[src/rtl/cfgdma_pkg.sv]
package cfgdma_pkg;

   typedef enum logic [2:0] {
      ST_IDLE,
      ST_FETCH,
      ST_DECODE,
      ST_CHECK,
      ST_XFER,
      ST_WBACK
   } seq_state_t;

   // control word bit positions (decoded by software, fixed)
   localparam int CTL_ERR  = 0;
   localparam int CTL_READ = 1;
   localparam int CTL_SKIP = 2;
   localparam int CTL_SEL  = 3;

   localparam int DESC_BYTES = 16;
   localparam int STAT_BYTES = 4;

endpackage

[src/rtl/cfgdma_addr_reg.sv]
module cfgdma_addr_reg #(
   parameter int              ADDR_W = 64,
   parameter int              REG_AW = 5,
   parameter logic [REG_AW-1:0] HI_OFF = 5'h10,
   parameter logic [REG_AW-1:0] LO_OFF = 5'h14,
   parameter logic [63:0]     SIG    = 64'h51454D5520434647
) (
   input  logic              clk,
   input  logic              rst_n,
   input  logic              reg_wr,
   input  logic [REG_AW-1:0] reg_addr,
   input  logic [31:0]       reg_wdata,
   output logic [31:0]       reg_rdata,
   input  logic              busy,
   input  logic              op_done,
   output logic              start,
   output logic [ADDR_W-1:0] start_addr
);

   localparam int HALF_W = ADDR_W / 2;

   if (ADDR_W != 64) begin : g_bad_width
      $error("cfgdma_addr_reg: ADDR_W must be 64");
   end

   logic [HALF_W-1:0] hi_q, lo_q;
   logic              wr_hi, wr_lo;

   assign wr_hi = reg_wr && (reg_addr == HI_OFF) && !busy;
   assign wr_lo = reg_wr && (reg_addr == LO_OFF) && !busy;

   always_ff @(posedge clk) begin
      if (!rst_n) begin
         hi_q <= '0;
         lo_q <= '0;
      end else if (op_done) begin
         hi_q <= '0;
         lo_q <= '0;
      end else begin
         if (wr_hi) hi_q <= reg_wdata;
         if (wr_lo) lo_q <= reg_wdata;
      end
   end

   assign start      = wr_lo;
   assign start_addr = {hi_q, reg_wdata};

   always_comb begin
      reg_rdata = '0;
      if (reg_addr == HI_OFF)
         reg_rdata = busy ? hi_q : SIG[63:32];
      else if (reg_addr == LO_OFF)
         reg_rdata = busy ? lo_q : SIG[31:0];
   end

endmodule

[src/rtl/cfgdma_desc_buf.sv]
module cfgdma_desc_buf
   import cfgdma_pkg::*;
#(
   parameter int ADDR_W = 64,
   parameter int LEN_W  = 32
) (
   input  logic                          clk,
   input  logic                          rst_n,
   input  logic                          cap_en,
   input  logic [$clog2(DESC_BYTES)-1:0] cap_idx,
   input  logic [7:0]                    cap_byte,
   output logic [31:0]                   ctl,
   output logic [LEN_W-1:0]              len,
   output logic [ADDR_W-1:0]             dst
);

   localparam int IDX_W  = $clog2(DESC_BYTES);
   localparam int FLAT_W = DESC_BYTES * 8;

   if (FLAT_W != 32 + LEN_W + ADDR_W) begin : g_bad_layout
      $error("cfgdma_desc_buf: field widths do not fill the descriptor");
   end

   logic [FLAT_W-1:0] flat;

   // byte 0 lands in the most significant position: big-endian fields
   for (genvar i = 0; i < DESC_BYTES; i++) begin : g_byte
      logic [7:0] q;
      always_ff @(posedge clk) begin
         if (!rst_n)
            q <= '0;
         else if (cap_en && cap_idx == IDX_W'(i))
            q <= cap_byte;
      end
      assign flat[(DESC_BYTES-1-i)*8 +: 8] = q;
   end

   assign ctl = flat[FLAT_W-1 -: 32];
   assign len = flat[FLAT_W-33 -: LEN_W];
   assign dst = flat[ADDR_W-1:0];

endmodule

[src/rtl/cfgdma_seq.sv]
module cfgdma_seq
   import cfgdma_pkg::*;
#(
   parameter int ADDR_W      = 64,
   parameter int LEN_W       = 32,
   parameter int KEY_W       = 16,
   parameter bit BOUND_CHECK = 1'b1
) (
   input  logic                          clk,
   input  logic                          rst_n,
   input  logic                          start,
   input  logic [ADDR_W-1:0]             start_addr,
   output logic                          busy,
   output logic                          op_done,
   output logic                          cap_en,
   output logic [$clog2(DESC_BYTES)-1:0] cap_idx,
   input  logic [31:0]                   ctl,
   input  logic [LEN_W-1:0]              len,
   input  logic [ADDR_W-1:0]             dst,
   output logic                          mem_req,
   output logic                          mem_we,
   output logic [ADDR_W-1:0]             mem_addr,
   output logic [7:0]                    mem_wdata,
   input  logic                          mem_ready,
   input  logic                          mem_err,
   output logic                          item_sel,
   output logic [KEY_W-1:0]              item_key,
   output logic [LEN_W-1:0]              item_offset,
   input  logic [LEN_W-1:0]              item_size,
   input  logic [7:0]                    item_data
);

   localparam int IDX_W = $clog2(DESC_BYTES);
   localparam logic [LEN_W-1:0] LAST_DESC = LEN_W'(DESC_BYTES - 1);
   localparam logic [LEN_W-1:0] LAST_STAT = LEN_W'(STAT_BYTES - 1);

   if (KEY_W != 16) begin : g_bad_key
      $error("cfgdma_seq: KEY_W must be 16 (control bits 31:16)");
   end
   if (ADDR_W < LEN_W) begin : g_bad_addr
      $error("cfgdma_seq: ADDR_W must be at least LEN_W");
   end

   seq_state_t        st_q;
   logic [LEN_W-1:0]  cnt_q, off_q;
   logic [ADDR_W-1:0] base_q;
   logic [KEY_W-1:0]  key_q;
   logic              err_q, sel_q;
   logic              hs, overrun, want_read, want_move;
   logic              unused_ctl;

   assign hs        = mem_req && mem_ready;
   assign want_read = ctl[CTL_READ];
   assign want_move = ctl[CTL_READ] || ctl[CTL_SKIP];
   assign unused_ctl = ^{ctl[15:4], ctl[CTL_ERR]};

   if (BOUND_CHECK) begin : g_bound
      logic [LEN_W:0] end_pos;
      assign end_pos = {1'b0, off_q} + {1'b0, len};
      assign overrun = end_pos > {1'b0, item_size};
   end else begin : g_nobound
      logic unused_size;
      assign unused_size = ^item_size;
      assign overrun = 1'b0;
   end

   // memory master outputs are decoded from held state: stable under stall
   always_comb begin
      mem_req   = 1'b0;
      mem_we    = 1'b0;
      mem_addr  = '0;
      mem_wdata = 8'h00;
      unique case (st_q)
         ST_FETCH: begin
            mem_req  = 1'b1;
            mem_addr = base_q + ADDR_W'(cnt_q);
         end
         ST_XFER: begin
            mem_req   = 1'b1;
            mem_we    = 1'b1;
            mem_addr  = dst + ADDR_W'(cnt_q);
            mem_wdata = item_data;
         end
         ST_WBACK: begin
            mem_req   = 1'b1;
            mem_we    = 1'b1;
            mem_addr  = base_q + ADDR_W'(cnt_q);
            mem_wdata = (cnt_q == LAST_STAT) ? {7'b0, err_q} : 8'h00;
         end
         default: ;
      endcase
   end

   assign cap_en  = (st_q == ST_FETCH) && hs && !mem_err;
   assign cap_idx = cnt_q[IDX_W-1:0];
   assign busy    = (st_q != ST_IDLE);
   assign op_done = (st_q == ST_WBACK) && hs && (cnt_q == LAST_STAT);

   assign item_sel    = sel_q;
   assign item_key    = key_q;
   assign item_offset = off_q;

   always_ff @(posedge clk) begin
      if (!rst_n) begin
         st_q   <= ST_IDLE;
         cnt_q  <= '0;
         off_q  <= '0;
         base_q <= '0;
         key_q  <= '0;
         err_q  <= 1'b0;
         sel_q  <= 1'b0;
      end else begin
         sel_q <= 1'b0;
         unique case (st_q)
            ST_IDLE: begin
               if (start) begin
                  base_q <= start_addr;
                  cnt_q  <= '0;
                  err_q  <= 1'b0;
                  st_q   <= ST_FETCH;
               end
            end
            ST_FETCH: begin
               if (hs) begin
                  if (mem_err) begin
                     err_q <= 1'b1;
                     cnt_q <= '0;
                     st_q  <= ST_WBACK;
                  end else if (cnt_q == LAST_DESC) begin
                     cnt_q <= '0;
                     st_q  <= ST_DECODE;
                  end else begin
                     cnt_q <= cnt_q + 1'b1;
                  end
               end
            end
            ST_DECODE: begin
               if (ctl[CTL_SEL]) begin
                  key_q <= ctl[31 -: KEY_W];
                  off_q <= '0;
                  sel_q <= 1'b1;
               end
               st_q <= ST_CHECK;
            end
            ST_CHECK: begin
               cnt_q <= '0;
               if (!want_move) begin
                  st_q <= ST_WBACK;
               end else if (overrun) begin
                  err_q <= 1'b1;
                  st_q  <= ST_WBACK;
               end else if (want_read) begin
                  st_q <= (len == '0) ? ST_WBACK : ST_XFER;
               end else begin
                  off_q <= off_q + len;
                  st_q  <= ST_WBACK;
               end
            end
            ST_XFER: begin
               if (hs) begin
                  if (mem_err) begin
                     err_q <= 1'b1;
                     cnt_q <= '0;
                     st_q  <= ST_WBACK;
                  end else begin
                     off_q <= off_q + 1'b1;
                     if (cnt_q == len - 1'b1) begin
                        cnt_q <= '0;
                        st_q  <= ST_WBACK;
                     end else begin
                        cnt_q <= cnt_q + 1'b1;
                     end
                  end
               end
            end
            ST_WBACK: begin
               if (hs) begin
                  if (cnt_q == LAST_STAT) begin
                     cnt_q <= '0;
                     st_q  <= ST_IDLE;
                  end else begin
                     cnt_q <= cnt_q + 1'b1;
                  end
               end
            end
            default: st_q <= ST_IDLE;
         endcase
      end
   end

endmodule

[src/rtl/cfgdma_engine.sv]
module cfgdma_engine
   import cfgdma_pkg::*;
#(
   parameter int                ADDR_W      = 64,
   parameter int                LEN_W       = 32,
   parameter int                KEY_W       = 16,
   parameter int                REG_AW      = 5,
   parameter logic [REG_AW-1:0] HI_OFF      = 5'h10,
   parameter logic [REG_AW-1:0] LO_OFF      = 5'h14,
   parameter logic [63:0]       SIG         = 64'h51454D5520434647,
   parameter bit                BOUND_CHECK = 1'b1
) (
   input  logic              clk,
   input  logic              rst_n,
   input  logic              reg_wr,
   input  logic [REG_AW-1:0] reg_addr,
   input  logic [31:0]       reg_wdata,
   output logic [31:0]       reg_rdata,
   output logic              busy,
   output logic              mem_req,
   output logic              mem_we,
   output logic [ADDR_W-1:0] mem_addr,
   output logic [7:0]        mem_wdata,
   input  logic              mem_ready,
   input  logic [7:0]        mem_rdata,
   input  logic              mem_err,
   output logic              item_sel,
   output logic [KEY_W-1:0]  item_key,
   output logic [LEN_W-1:0]  item_offset,
   input  logic [LEN_W-1:0]  item_size,
   input  logic [7:0]        item_data
);

   localparam int IDX_W = $clog2(DESC_BYTES);

   if (LEN_W != 32) begin : g_bad_len
      $error("cfgdma_engine: LEN_W must be 32");
   end
   if (HI_OFF == LO_OFF) begin : g_bad_off
      $error("cfgdma_engine: register halves need distinct offsets");
   end

   logic              start, op_done;
   logic [ADDR_W-1:0] start_addr;
   logic              cap_en;
   logic [IDX_W-1:0]  cap_idx;
   logic [31:0]       d_ctl;
   logic [LEN_W-1:0]  d_len;
   logic [ADDR_W-1:0] d_dst;

   cfgdma_addr_reg #(
      .ADDR_W (ADDR_W),
      .REG_AW (REG_AW),
      .HI_OFF (HI_OFF),
      .LO_OFF (LO_OFF),
      .SIG    (SIG)
   ) u_areg (
      .clk        (clk),
      .rst_n      (rst_n),
      .reg_wr     (reg_wr),
      .reg_addr   (reg_addr),
      .reg_wdata  (reg_wdata),
      .reg_rdata  (reg_rdata),
      .busy       (busy),
      .op_done    (op_done),
      .start      (start),
      .start_addr (start_addr)
   );

   cfgdma_desc_buf #(
      .ADDR_W (ADDR_W),
      .LEN_W  (LEN_W)
   ) u_desc (
      .clk      (clk),
      .rst_n    (rst_n),
      .cap_en   (cap_en),
      .cap_idx  (cap_idx),
      .cap_byte (mem_rdata),
      .ctl      (d_ctl),
      .len      (d_len),
      .dst      (d_dst)
   );

   cfgdma_seq #(
      .ADDR_W      (ADDR_W),
      .LEN_W       (LEN_W),
      .KEY_W       (KEY_W),
      .BOUND_CHECK (BOUND_CHECK)
   ) u_seq (
      .clk         (clk),
      .rst_n       (rst_n),
      .start       (start),
      .start_addr  (start_addr),
      .busy        (busy),
      .op_done     (op_done),
      .cap_en      (cap_en),
      .cap_idx     (cap_idx),
      .ctl         (d_ctl),
      .len         (d_len),
      .dst         (d_dst),
      .mem_req     (mem_req),
      .mem_we      (mem_we),
      .mem_addr    (mem_addr),
      .mem_wdata   (mem_wdata),
      .mem_ready   (mem_ready),
      .mem_err     (mem_err),
      .item_sel    (item_sel),
      .item_key    (item_key),
      .item_offset (item_offset),
      .item_size   (item_size),
      .item_data   (item_data)
   );

endmodule

[config.mk]
export PLATFORM = sky130hd
export DESIGN_NAME = cfgdma_engine
export DESIGN_NICKNAME = d
export VERILOG_FILES = /design/src/rtl/cfgdma_pkg.sv /design/src/rtl/cfgdma_addr_reg.sv /design/src/rtl/cfgdma_desc_buf.sv /design/src/rtl/cfgdma_seq.sv /design/src/rtl/cfgdma_engine.sv
export SDC_FILE = /design/constraint.sdc
export NUM_CORES = 1
export LEC_CHECK = 0
export BUFFER_PORTS_ARGS = -buffer_cell sky130_fd_sc_hd__buf_2
export CAP_MARGIN = 20
export CORE_MARGIN = 2
export CORE_UTILIZATION = 52
export DETAILED_ROUTE_END_ITERATION = 10
export PLACE_DENSITY = 0.7
export SLEW_MARGIN = 20
export SYNTH_ARGS = -nofsm -noshare
export SYNTH_HDL_FRONTEND = slang
export SYNTH_SLANG_ARGS = --single-unit
[constraint.sdc]
create_clock -name clk -period 17.32 [get_ports clk]
set_input_delay 1.732 -clock clk [delete_from_list [all_inputs] [get_ports clk]]
set_output_delay 1.732 -clock clk [all_outputs]
set_load 0.1 [all_outputs]
Word level (Yosys, flattened, before mapping)
Index checks and enable logic that the tools add are counted.

Bits in registers: 329. Input bits: 90. Word-level logic and storage cells: 165.

Add/subtract/negate cells: 7. Magnitude comparators: 1. Equality and inequality tests: 39. Muxes and demuxes: 47. Bitwise gates (word level): 1. Reduce and logical (&&, ||, !) cells: 46.

Operator list (number): $mux 32 (19); $pmux 32 s5 (1); $add 64x32->64 (2); $pmux 64 s2 (1); $pmux 32 s3 (1); $add 32x1->32 const B (2); $add 32x32->33 (1); $gt 33x32->1 (1); $mux 3 (11); $add 32x32->32 (1); $eq 32x2->1 const B (1); $eq 32x32->1 (1); $eq 32x4->1 const B (1); $eq 4x4->1 const B (8); $logic_not 32->1 (1); $sub 32x1->32 const B (1); $logic_and 1x1->1 (24); $pmux 3 s6 (1); $eq 4x3->1 const B (4); $pmux 8 s2 (1); $ne 2x1->1 const B (7); $reduce_and 7->1 (2); $ne 2x2->1 const B (6); $mux 1 (11); other kinds (21) (32).

Longest topological paths before layout
Gate-level depths: netlist of the first run.

Word-level depth: 7. Depth in mapped cells: 25. Gate-level depth less buffers: 24.

Modules after synthesis
From an unflattened synthesis of the first run, not the netlist that was laid out.

Cell total of the unflattened synthesis: 2940. Area, all modules: 23018.3 µm².

By module, submodules not included: cfgdma_seq (instances 1, cells an instance 2126, area each 15147.0 µm²); cfgdma_desc_buf (instances 1, cells an instance 445, area each 4652.0 µm²); cfgdma_addr_reg (instances 1, cells an instance 369, area each 3219.3 µm²).

Least setup slack after synthesis of the first run
OpenSTA, ideal clock, no wires.

Kind: register to output. From: register u_seq.st_q[1]. To: output port mem_addr[36]. Arrival: 8.051 ns. Setup slack: 7.537 ns. Cell stages (with the launch flop): 23. Path buffers: 7. Cell sequence: dfxtp_1 > buf_2 > nand2b_1 > buf_2 > buf_1 > clkbuf_1 > clkbuf_1 > clkbuf_1 > nand2_1 > nand2_1 > ha_1 > inv_1 > fa_1 > nor2b_1 > o21a_1 > o21ai_1 > a2111oi_1 > o211ai_1 > a211oi_1 > o21a_1 > buf_2 > o211ai_1 > o311ai_0.

Cells in the longest elaborated chain, start to end: 3. Elaborated cells on any way between the ends: 5. Classes of those cells: 3 x eq/ne; 1 x mux; 1 x reduce/logical.

RTL lines: start: declaration (RTL line cfgdma_seq.sv:44) `seq_state_t st_q;`; start signal: assignment (RTL line cfgdma_seq.sv:153) `st_q <= (len == '0) ? ST_WBACK : ST_XFER;`; $eq 3x3->1 or $eq 3x1->1 (tied branches) (RTL line cfgdma_seq.sv:73) `unique case (st_q)`; $reduce_or 2->1 (no line); $pmux 64 s2 * (RTL line cfgdma_seq.sv:73); end: declaration (RTL line cfgdma_engine.sv:22) `output logic [ADDR_W-1:0] mem_addr,`.

Every way passes the cells marked *; elsewhere a longest branch is shown, timed or not.

Final worst setup path of the first run
From: register u_seq.st_q[1]. To: output port mem_addr[42].

The elaborated chain is that of the path after synthesis.

==> results of run 1 <==
[registers in the layout (all words and copies together), names as in the netlist]
register,flops
u_seq.base_q,64
u_seq.item_offset,32
u_desc.g_byte.q,115
u_seq.item_sel,1
u_seq.err_q,1
u_seq.item_key,16
u_seq.st_q,3
u_seq.cnt_q,32
u_areg.hi_q,32
u_areg.lo_q,32
[worst max-delay path: cells and delay by family (launching register included)]
family,cells,cell delay (ns)
flip-flops,1,0.81
buffers and inverters,2,0.54
AND/OR/NAND/NOR,4,0.74
adder cells (fa/ha/maj),2,0.55
AO/OA/AOI/OAI,9,3.19
[routing by layer]
layer / global-route usage [%] / share of wire [%]
met1: 43.3 / 42
met2: 55.8 / 47
met3: 3.26 / 6.7
met4: 14.4 / 4.1
met5: 0 / 0
[cell families (layout without fill, tap and decap cells)]
group	count (synthesis)	count (layout)	synth area share (%)
flops	328	328	29.6
simple gates	1319	1319	27.8
buf+inv	274	431	4.81
mux	60	60	2.72
compound gates	734	734	20.6
xor+xnor	165	165	6.52
fa+ha+maj	137	137	7.83
[per-stage QoR]
step / util, % / instance area (µm²) / setup WS [ns] / hold WS, ns / total power [mW]
2_1_floorplan: - / 22100 / 7.54 / 0.432 / 1.00
6_report: 59.2 / 24900 / 9.17 / 0.455 / 1.94
4_1_cts: 59.2 / 24900 / 9.29 / 0.455 / 1.94
3_3_place_gp: 56.0 / 23500 / 10.06 / 0.439 / 1.09
3_5_place_dp: 56.1 / 23600 / 9.89 / 0.446 / 1.10
5_1_grt: 59.2 / 24900 / 8.75 / 0.471 / 2.00
[path summary, 6_finish.rpt]
| check | startpoint | slack, ns | to |
|---|---|---|---|
| setup / recovery | u_seq.st_q[1] | 9.17 | mem_addr[42] |
| hold / removal | u_desc.g_byte[1].q[5] | 0.45 | u_desc.g_byte[1].q[5] |
| setup reg to reg | u_desc.g_byte[7].q[2] | 11.02 | u_seq.item_offset[26] |
| hold reg to reg | u_desc.g_byte[1].q[5] | 0.45 | u_desc.g_byte[1].q[5] |
[final cells by class]
| cell class | count | area (µm²) |
|---|---|---|
| clock buffers | 52 | 1080 |
| clock inverters | 17 | 231 |
| fillers | 3931 | 17100 |
| inverters | 90 | 343 |
| multi-input cells | 2415 | 14500 |
| flip-flops and latches | 328 | 6570 |
| well taps | 539 | 674 |
| repair buffers | 272 | 1460 |
[power by group]
group          switching (mW)  internal, mW  total, mW
Combinational           0.257        0.0633      0.320
Clock                   0.341         0.516      0.857
Sequential            0.00550         0.761      0.766
[cells in the final DEF (no fill, tap or decap), drive strengths merged, types with 27 or more instances in the layout]
| cell type | count |
|---|---|
| a21oi | 372 |
| clkbuf | 52 |
| ha | 133 |
| nand3 | 170 |
| buf | 272 |
| xor2 | 80 |
| inv | 93 |
| a21o | 56 |
| nor3 | 59 |
| xnor2 | 85 |
| mux2i | 58 |
| and2 | 38 |
| and3 | 45 |
| or3 | 27 |
| dfxtp | 328 |
| nand4 | 31 |
| o21ai | 75 |
| nor2 | 214 |
| nand2 | 611 |
==> flow_metrics.tcl, run 1 <==
set metrics [dict create \
    status "finished, final reports clean" \
    drt_first_pass_iters 7 \
    crit_chain "nand2b_2, nand2_1, nand2_1, ha_1, inv_1, fa_1, nor2b_1, o21a_1, o21ai_1, a2111oi_1, o211ai_1, a211oi_1, o21a_1, o211a_1, a31oi_1, a311oi_1, buf_2" \
    required_ns 15.59 \
    n_antenna_cell 0 \
    drive_above_1_share_pct 12.4 \
    synth.area.top_cells "dfxtp_1 (30%), nand2_1 (10%), a21oi_1 (8.3%)" \
    ir_drop_mv 0.0823 \
    rows 75 \
    synth.top_cell.area_share_pct 29.6 \
    cts_root_buf "clkbuf_16" \
    critical_path_arrival_ns 6.42 \
    endpoint_kind "primary output" \
    dp.cells 3643 \
    hold_viol 0 \
    start_util_pct 52.7 \
    r2r_cells 20 \
    cp_slowest_stage_delay_ns 0.81 \
    numCtsBuffers 39 \
    via_count 22600 \
    power_density_nw_per_um2 78.0 \
    setup_violations 0 \
    min_period_ns 8.15 \
    yosys.area.top_type "dfxtp_1" \
    cts_tree "built" \
    gp_congestion 0.939 \
    finalClockSkew_ns 0.0186 \
    core_area_um2 42000 \
    syn-num-nets 3243 \
    yosys_warnings 0 \
    path_clk_slew_ns 0.06 \
    ys.flop_type "dfxtp_1" \
    post-synth-top-count-cell "nand2_1" \
    grt_start_max_net_pins 116 \
    dpl.hpwl_mm 55.6 \
    port_buffers 245 \
    cts-htree-levels 2 \
    ys_types 95 \
    maxSlewViolCount 0 \
    pin_count 246 \
    clock-sinks 328 \
    clkLatencyLatePin_ns 0.57 \
    yosys-top-cells-count "nand2_1 (610), a21oi_1 (366), dfxtp_1 (328), nor2_1 (212), nand3_1 (169)" \
    worstPathMaxFanout 20 \
    rsz0062_at_grt "no" \
    ys_ff_latch 328 \
    grt_pass1_vias 21100 \
    grt_antenna_before_repair 0 \
    die_h_um 210 \
    fin_setup_tns_ns 0 \
    synth_edf_count 0 \
    overflow 0 \
    drcViolationCount 0 \
    max-slew-margin-rel_pct 32.3 \
    hold_depth 2 \
    hold_class "register to register" \
    drt-total-wl_mm 75.1 \
    post_cts_buffers 0 \
    cts_resized 0 \
    grt_pass1_wl_mm 117 \
    start_kind "register" \
    dieWidth_um 210 \
    avgSynthCellArea_um2 7.34 \
    grt_use_total_pct 33.2 \
    holdBufCountCts 0 \
    final_nets 3372 \
    avgViaCountPerCell 6.09 \
    layoutNonFillerInstCount 3713 \
    drv_cap 0 \
    drt-initial-drc-count 2136 \
    worstMarginPinSlew_ns 1.00 \
    cts_buffer_depth 3 \
    syn_inst 3017 \
    crit_type "register to primary output" \
    ant_nets 0 \
    p_leak_nw 11.0 \
    ys_async_sr_fraction_pct 0 \
    slowest_stage "dfxtp_1" \
    die_area_um2 44300 \
    ys_seq_area_share_pct 29.6 \
    syn_to_final_growth_pct 12.4 \
    routedWlPerCell_um 20.2 \
    fin_crit_sh_pct 47.1 \
    clock.fmax_ghz 0.123 \
    synth_area_um2 22100 \
]
(Power assumes the default switching activity.)
==> run 2, diff against run 1 <==
--- a/config.mk
+++ b/config.mk
@@ -5,12 +5,13 @@
 export SDC_FILE = /design/constraint.sdc
 export NUM_CORES = 1
 export LEC_CHECK = 0
+export ABC_AREA = 1
 export BUFFER_PORTS_ARGS = -buffer_cell sky130_fd_sc_hd__buf_2
 export CAP_MARGIN = 20
 export CORE_MARGIN = 2
 export CORE_UTILIZATION = 52
 export DETAILED_ROUTE_END_ITERATION = 10
-export PLACE_DENSITY = 0.7
+export PLACE_DENSITY = 0.73
 export SLEW_MARGIN = 20
 export SYNTH_ARGS = -nofsm -noshare
 export SYNTH_HDL_FRONTEND = slang
==> constraint.sdc (replaced) <==
create_clock -name clk -period 7.4 [get_ports clk]
set_input_delay 0.74 -clock clk [delete_from_list [all_inputs] [get_ports clk]]
set_output_delay 0.74 -clock clk [all_outputs]
set_load 0.1 [all_outputs]
==> run 2 against run 1 <==
- via count rose by 3.4%
- cell count rose by 13%
- first-iteration DRC count fell by 11%
- combinational power rose by 110%
- die area rose by 1.0%
- critical path depth rose by 6
- worst setup slack got worse by 7.9 ns
- final area rose by 0.78%
- sequential power rose by 130%
- area after synthesis rose by 1.0%
- clock skew fell by 0.0020 ns
==> flow_metrics.tcl, run 2 <==
set metrics [dict create \
    setup_violations 0 \
    drv_cap 0 \
    crit_type "register to primary output" \
    routedWlPerCell_um 18.3 \
    largest_register_ffs 115 \
    die_h_um 211 \
    yosys-top-cells-count "nand2_1 (695), nor2_1 (555), a21oi_1 (403), dfxtp_1 (328), o21ai_0 (309)" \
    start_kind "register" \
    synth.area.top_cells "dfxtp_1 (29%), nand2_1 (12%), nor2_1 (9.3%)" \
    pin_count 246 \
    intPower_mw 3.08 \
    cts_resized 0 \
    grt_antenna_before_repair 0 \
    ys_async_sr_fraction_pct 0 \
    synth_area_um2 22400 \
    cts_root_buf "clkbuf_16" \
    seq_power_share_pct 40.7 \
    rsz0062_at_grt "no" \
    cp_slowest_stage_delay_ns 0.84 \
    ir_drop_mv 0.226 \
    final_cell_mix "nand2_1 (695), nor2_1 (552), a21oi_1 (403), dfxtp_1 (328), o21ai_0 (309)" \
    maxSlewViolCount 0 \
    avgViaCountPerCell 5.59 \
    placed_cell_area_um2 23800 \
    avgSynthCellArea_um2 6.49 \
    numCtsBuffers 35 \
    rows 76 \
    syn_inst 3446 \
    min_period_ns 6.16 \
    clkLatencyLatePin_ns 0.55 \
    crit_chain "nand2_4, inv_2, nand2_1, nand2_1, ha_1, inv_1, fa_1, inv_1, nand3_1, nand2_1, a21oi_1, o21ai_1, a21oi_1, o21ai_2, nand2_1, nand2_1, a21oi_2, inv_1, nand2_1, nand2_1, nand2_1, nor2_1, buf_2" \
    post_cts_buffers 0 \
    hold_viol 0 \
    cts_buffer_depth 3 \
    die_area_um2 44700 \
    fin_setup_tns_ns 0 \
    whs_ns 0.442 \
    cts-htree-levels 2 \
    drt-total-wl_mm 76.5 \
    combinationalPowerShare_pct 15.5 \
    p_leak_nw 11.8 \
    syn_to_final_growth_pct 12.1 \
    ys_ff_latch 328 \
    r2r_cells 29 \
    final_nets 3834 \
    drive_above_1_share_pct 11.3 \
    post-synth-top-count-cell "nand2_1" \
    core_area_um2 42800 \
    port_buffers 245 \
    dieWidth_um 211 \
    drcViolationCount 0 \
    fin_area_um2 25100 \
    clkPwrFrac_pct 43.8 \
    yosys.area.top_type "dfxtp_1" \
    max-slew-margin-rel_pct 35.5 \
    start_util_pct 52.3 \
    cpMostUsedCell "nand2_1" \
    grt_start_max_net_pins 92 \
    nFillCells 4228 \
    endpoint_kind "primary output" \
    grt_pass1_wl_mm 117 \
    clock-sinks 328 \
    holdBufCountCts 0 \
    synth_edf_count 0 \
    drt-initial-drc-count 1902 \
    critical_path_arrival_ns 5.42 \
    layout_commonest_cell "nand2_1" \
    p_sw_mw 1.35 \
    ys.flop_type "dfxtp_1" \
    worstPathMaxFanout 70 \
    fin_crit_sh_pct 83.2 \
    hold_depth 3 \
    ant_nets 0 \
    top_register "u_desc.g_byte.q" \
    grt_pass1_vias 21400 \
    power_density_nw_per_um2 176 \
    overflow 0 \
    synth.top_cell.area_share_pct 29.3 \
    required_ns 6.66 \
    finalClockSkew_ns 0.0166 \
    swShare_pct 30.4 \
    clock.fmax_ghz 0.162 \
    dpl_worst_slack_ns 1.90 \
    final_util_pct 58.6 \
    dpl.hpwl_mm 58.2 \
    worstMarginPinSlew_ns 0.966 \
    biggestRegsByFlops "u_desc.g_byte.q x115, u_seq.base_q x64" \
    path_clk_slew_ns 0.06 \
    drt_first_pass_iters 5 \
    seqCellArea_um2 6570 \
    grt_use_total_pct 33.3 \
    gp_congestion 0.988 \
    timing.final.ws_setup_ns 1.24 \
    syn-num-nets 3672 \
    ys_seq_area_share_pct 29.3 \
    cts_tree "built" \
    slowest_stage "inv_2" \
    via_count 23400 \
    n_antenna_cell 0 \
    hold_class "primary input to register" \
    status "finished, final reports clean" \
    ys_types 59 \
    yosys_warnings 0 \
    multi_input_area_um2 14100 \
]
run 2: changes by cell type after synthesis, moves of 35 or more:
cell	delta
a21oi_1	+37
and2_1	-35
and3_1	-45
clkbuf_1	-54
inv_1	+210
mux2i_1	-44
nand2_1	+85
nand3_1	-57
nor2_1	+343
o21ai_0	+256
xnor2_1	-40
run 2: power by group through the flow:
stage,clock [mW],combinational (mW),sequential (mW)
after floorplan,0,0.493,1.83
after global placement,0,0.672,1.84
after detailed placement,0,0.671,1.84
after CTS,1.94,0.677,1.80
after global routing,2.02,0.726,1.80
final,1.93,0.687,1.80
run 2: kinds of logic after synthesis:
kind of cell	count (synthesis)	synth area share (%)
simple gates	1558	29.4
compound gates	820	19.5
buf+inv	448	7.91
flops	328	29.3
xor+xnor	141	5.52
fa+ha+maj	136	7.70
mux	15	0.688
run 2: path summary, 6_finish.rpt:
check | endpoint | slack, ns | startpoint
worst max-delay path | mem_addr[42] | 1.24 | u_seq.st_q[0]
worst max register to register | u_seq.item_offset[31] | 1.99 | u_desc.g_byte[7].q[0]
worst min-delay path | u_areg.hi_q[18] | 0.44 | reg_wdata[18]
worst min register to register | u_areg.lo_q[24] | 0.46 | u_areg.lo_q[24]
run 2: area by class of cell:
type	count	share of cell area, %
clock buffer	46	4.01
clock inverter	17	0.987
inverter	316	4.73
multi-input combinational	2670	56.1
sequential	328	26.2
tap	546	2.72
timing repair buffer	257	5.33
run 2: stage by stage:
stage	power, mW	cells
floorplan	2.32	3446
global placement	2.51	4116
detailed placement	2.51	4117
CTS	4.42	4180
global route	4.54	4180
finish	4.42	4180
run 2: routing by layer:
metal | up-vias | wire (µm) | global-route usage (%)
met4 | 0 | 4610 | 18.4
met3 | 216 | 5090 | 4.44
li1 | 11700 | - | -
met5 | - | 0 | 0
met1 | 10600 | 31000 | 40.8
met2 | 850 | 35800 | 56.7
run 2: worst max-delay path, delay by kind of cell, from the launching register on:
kind                     cells  cell delay, ns
adder cells (fa/ha/maj)      2            0.51
flip-flops                   1            0.43
AO/OA/AOI/OAI                5            1.00
AND/OR/NAND/NOR             11            1.35
buffers and inverters        5            1.50
==> run 3, diff against run 2 <==
--- a/config.mk
+++ b/config.mk
@@ -5,13 +5,13 @@
 export SDC_FILE = /design/constraint.sdc
 export NUM_CORES = 1
 export LEC_CHECK = 0
-export ABC_AREA = 1
+export ABC_AREA = 0
 export BUFFER_PORTS_ARGS = -buffer_cell sky130_fd_sc_hd__buf_2
 export CAP_MARGIN = 20
 export CORE_MARGIN = 2
 export CORE_UTILIZATION = 52
 export DETAILED_ROUTE_END_ITERATION = 10
-export PLACE_DENSITY = 0.73
+export PLACE_DENSITY = 0.7
 export SLEW_MARGIN = 20
 export SYNTH_ARGS = -nofsm -noshare
 export SYNTH_HDL_FRONTEND = slang
==> constraint.sdc (replaced) <==
create_clock -name clk -period 6.4 [get_ports clk]
set_input_delay 0.64 -clock clk [delete_from_list [all_inputs] [get_ports clk]]
set_output_delay 0.64 -clock clk [all_outputs]
set_load 0.1 [all_outputs]
==> run 3 against run 2 <==
- combinational power increased by 29%
- register-to-register slack got worse by 1.2 ns
- critical path depth decreased by 8
- sequential cell count unchanged
- clock-buffer cell count increased by 6
- worst setup slack got worse by 0.87 ns
- sequential power increased by 15%
- global-route usage decreased by 0.64 points
- total power increased by 17%
- sequential share of layout area decreased by 0.10 points
- non-clock buffer count increased by 17
- worst hold slack got worse by 0.12 ns
==> flow_metrics.tcl, run 3 (synthesis gave the netlist of run 1 again) <==
set metrics [dict create \
    dpl.hpwl_mm 55.4 \
    pin_count 246 \
    avgViaCountPerCell 6.05 \
    path_clk_slew_ns 0.06 \
    drv_cap 0 \
    max-slew-margin-rel_pct 28.9 \
    crit_type "register to primary output" \
    drt-total-wl_mm 74.4 \
    core_area_um2 42000 \
    maxSlewViolCount 0 \
    grt_antenna_before_repair 1 \
    via_count 22500 \
    finalClockSkew_ns 0.0217 \
    rows 75 \
    routedWlPerCell_um 20.0 \
    power_density_nw_per_um2 205 \
    drt-initial-drc-count 2071 \
    cts-htree-levels 2 \
    endpoint_kind "primary output" \
    swShare_pct 31.7 \
    die_h_um 210 \
    cts_buffer_depth 3 \
    final_nets 3373 \
    die_area_um2 44300 \
    grt_use_total_pct 32.7 \
    combinationalPowerShare_pct 17.2 \
    critical_path_arrival_ns 5.38 \
    worstMarginPinSlew_ns 1.06 \
    drt_first_pass_iters 6 \
    p_sw_mw 1.63 \
    clkLatencyLatePin_ns 0.56 \
    cts_tree "built" \
    clock-sinks 328 \
    dp.cells 3645 \
    seq_power_share_pct 40.2 \
    status "finished, final reports clean" \
    grt_start_max_net_pins 94 \
    hold_viol 0 \
    syn_to_final_growth_pct 13.8 \
    p_total_mw 5.16 \
    start_kind "register" \
    drive_above_1_share_pct 13.0 \
    final_cell_mix "nand2_1 (608), a21oi_1 (366), dfxtp_1 (328), buf_2 (228), nor2_1 (209)" \
    start_util_pct 52.7 \
    nFillCells 3956 \
    clock.fmax_ghz 0.166 \
    overflow 0 \
    setup_violations 0 \
    grt_pass1_vias 20900 \
    hold_class "primary input to register" \
    layout_commonest_cell "nand2_1" \
    clkPwrFrac_pct 42.6 \
    gp_congestion 0.960 \
    ir_drop_mv 0.203 \
    rsz0062_at_grt "no" \
    required_ns 5.76 \
    grt_pass1_wl_mm 115 \
    ant_nets 0 \
    layoutNonFillerInstCount 3717 \
    dieWidth_um 210 \
    fin_crit_sh_pct 94.1 \
    min_period_ns 6.02 \
    biggestRegsByFlops "u_desc.g_byte.q x115, u_seq.base_q x64" \
    p_leak_nw 11.1 \
    dpl_worst_slack_ns 0.822 \
    numCtsBuffers 38 \
    intPower_mw 3.52 \
    worstPathMaxFanout 36 \
    cts_root_buf "clkbuf_16" \
    drcViolationCount 0 \
    timing.final.ws_setup_ns 0.375 \
    top_register "u_desc.g_byte.q" \
    largest_register_ffs 115 \
    port_buffers 245 \
]
[run 3: cell types whose count changed in the layout (fill, tap and decap cells not counted), moves of 26 or more]
| cell | previous run | this run |
|---|---|---|
| nor2_1 | 552 | 209 |
| o21ai_0 | 309 | 52 |
| inv_1 | 300 | 89 |
| nand2_1 | 695 | 608 |
| nand3_1 | 112 | 169 |
| and3_1 | 0 | 45 |
| mux2i_1 | 14 | 58 |
| xnor2_1 | 45 | 85 |
| a21oi_1 | 403 | 366 |
| a21o_1 | 22 | 56 |
| and2_1 | 0 | 34 |
| or3_1 | 0 | 26 |
[run 3: stage by stage]
stage	TNS (ns)	hold slack [ns]	utilization (%)	area (µm²)
3_3_place_gp	0	0.439	56.9	23900
5_1_grt	0	0.328	59.9	25200
4_1_cts	0	0.305	59.9	25200
6_report	0	0.323	59.9	25200
3_5_place_dp	0	0.445	56.9	23900
2_1_floorplan	-0.592	0.432	-	22200
[run 3: power by group through the flow]
stage	Combinational [mW]	Clock [mW]	Sequential [mW]
2_1_floorplan	0.617	0	2.11
3_3_place_gp	0.865	0	2.12
3_5_place_dp	0.869	0	2.12
4_1_cts	0.872	2.22	2.07
5_1_grt	0.944	2.30	2.08
6_report	0.887	2.19	2.07
[run 3: area by class of cell]
type / count / area, µm² / share of cell area, %
diodes: 2 / 5.00 / 0.0199
clock buffers: 52 / 1050 / 4.18
clock inverters: 17 / 189 / 0.750
inverters: 90 / 343 / 1.36
multi-input cells: 2415 / 14700 / 58.2
flip-flops and latches: 328 / 6570 / 26.1
well taps: 539 / 674 / 2.68
repair buffers: 274 / 1710 / 6.77
[run 3: per-layer routing]
metal  wire length (µm)  GRT usage, %
met1              31700          42.5
met2              35200          55.7
met3               4780          3.32
met4               2770          13.3
met5                  0             0
[run 3: final timing paths]
path,start,slack [ns],cells after the start,endpoint
setup / recovery,u_seq.st_q[1],0.38,15,mem_addr[61]
hold / removal,reg_wdata[20],0.32,3,u_areg.hi_q[20]
setup reg to reg,u_desc.g_byte[7].q[0],0.81,24,u_seq.item_offset[0]
hold reg to reg,u_desc.g_byte[0].q[3],0.45,2,u_seq.item_key[11]
[run 3: what timing repair did]
item	4_1_cts	5_1_grt
hold buffers	0	0
gates resized for setup	0	1
buffers inserted	0	0
setup endpoints to repair	0	7
[run 3: critical path, cell delays in order, from the launching register on]
cell and delay (ns):
dfxtp_1 0.33, nand2b_4 0.33, nand2_1 0.16, nand2_1 0.06
ha_1 0.41, nand2_1 0.08, o21ai_0 0.26, a211oi_1 0.13
o221ai_1 0.47, a21oi_1 0.27, nor3_2 0.57, o21ai_0 0.41
a2111oi_0 0.60, o21ai_0 0.18, nand2_1 0.11, buf_2 0.43
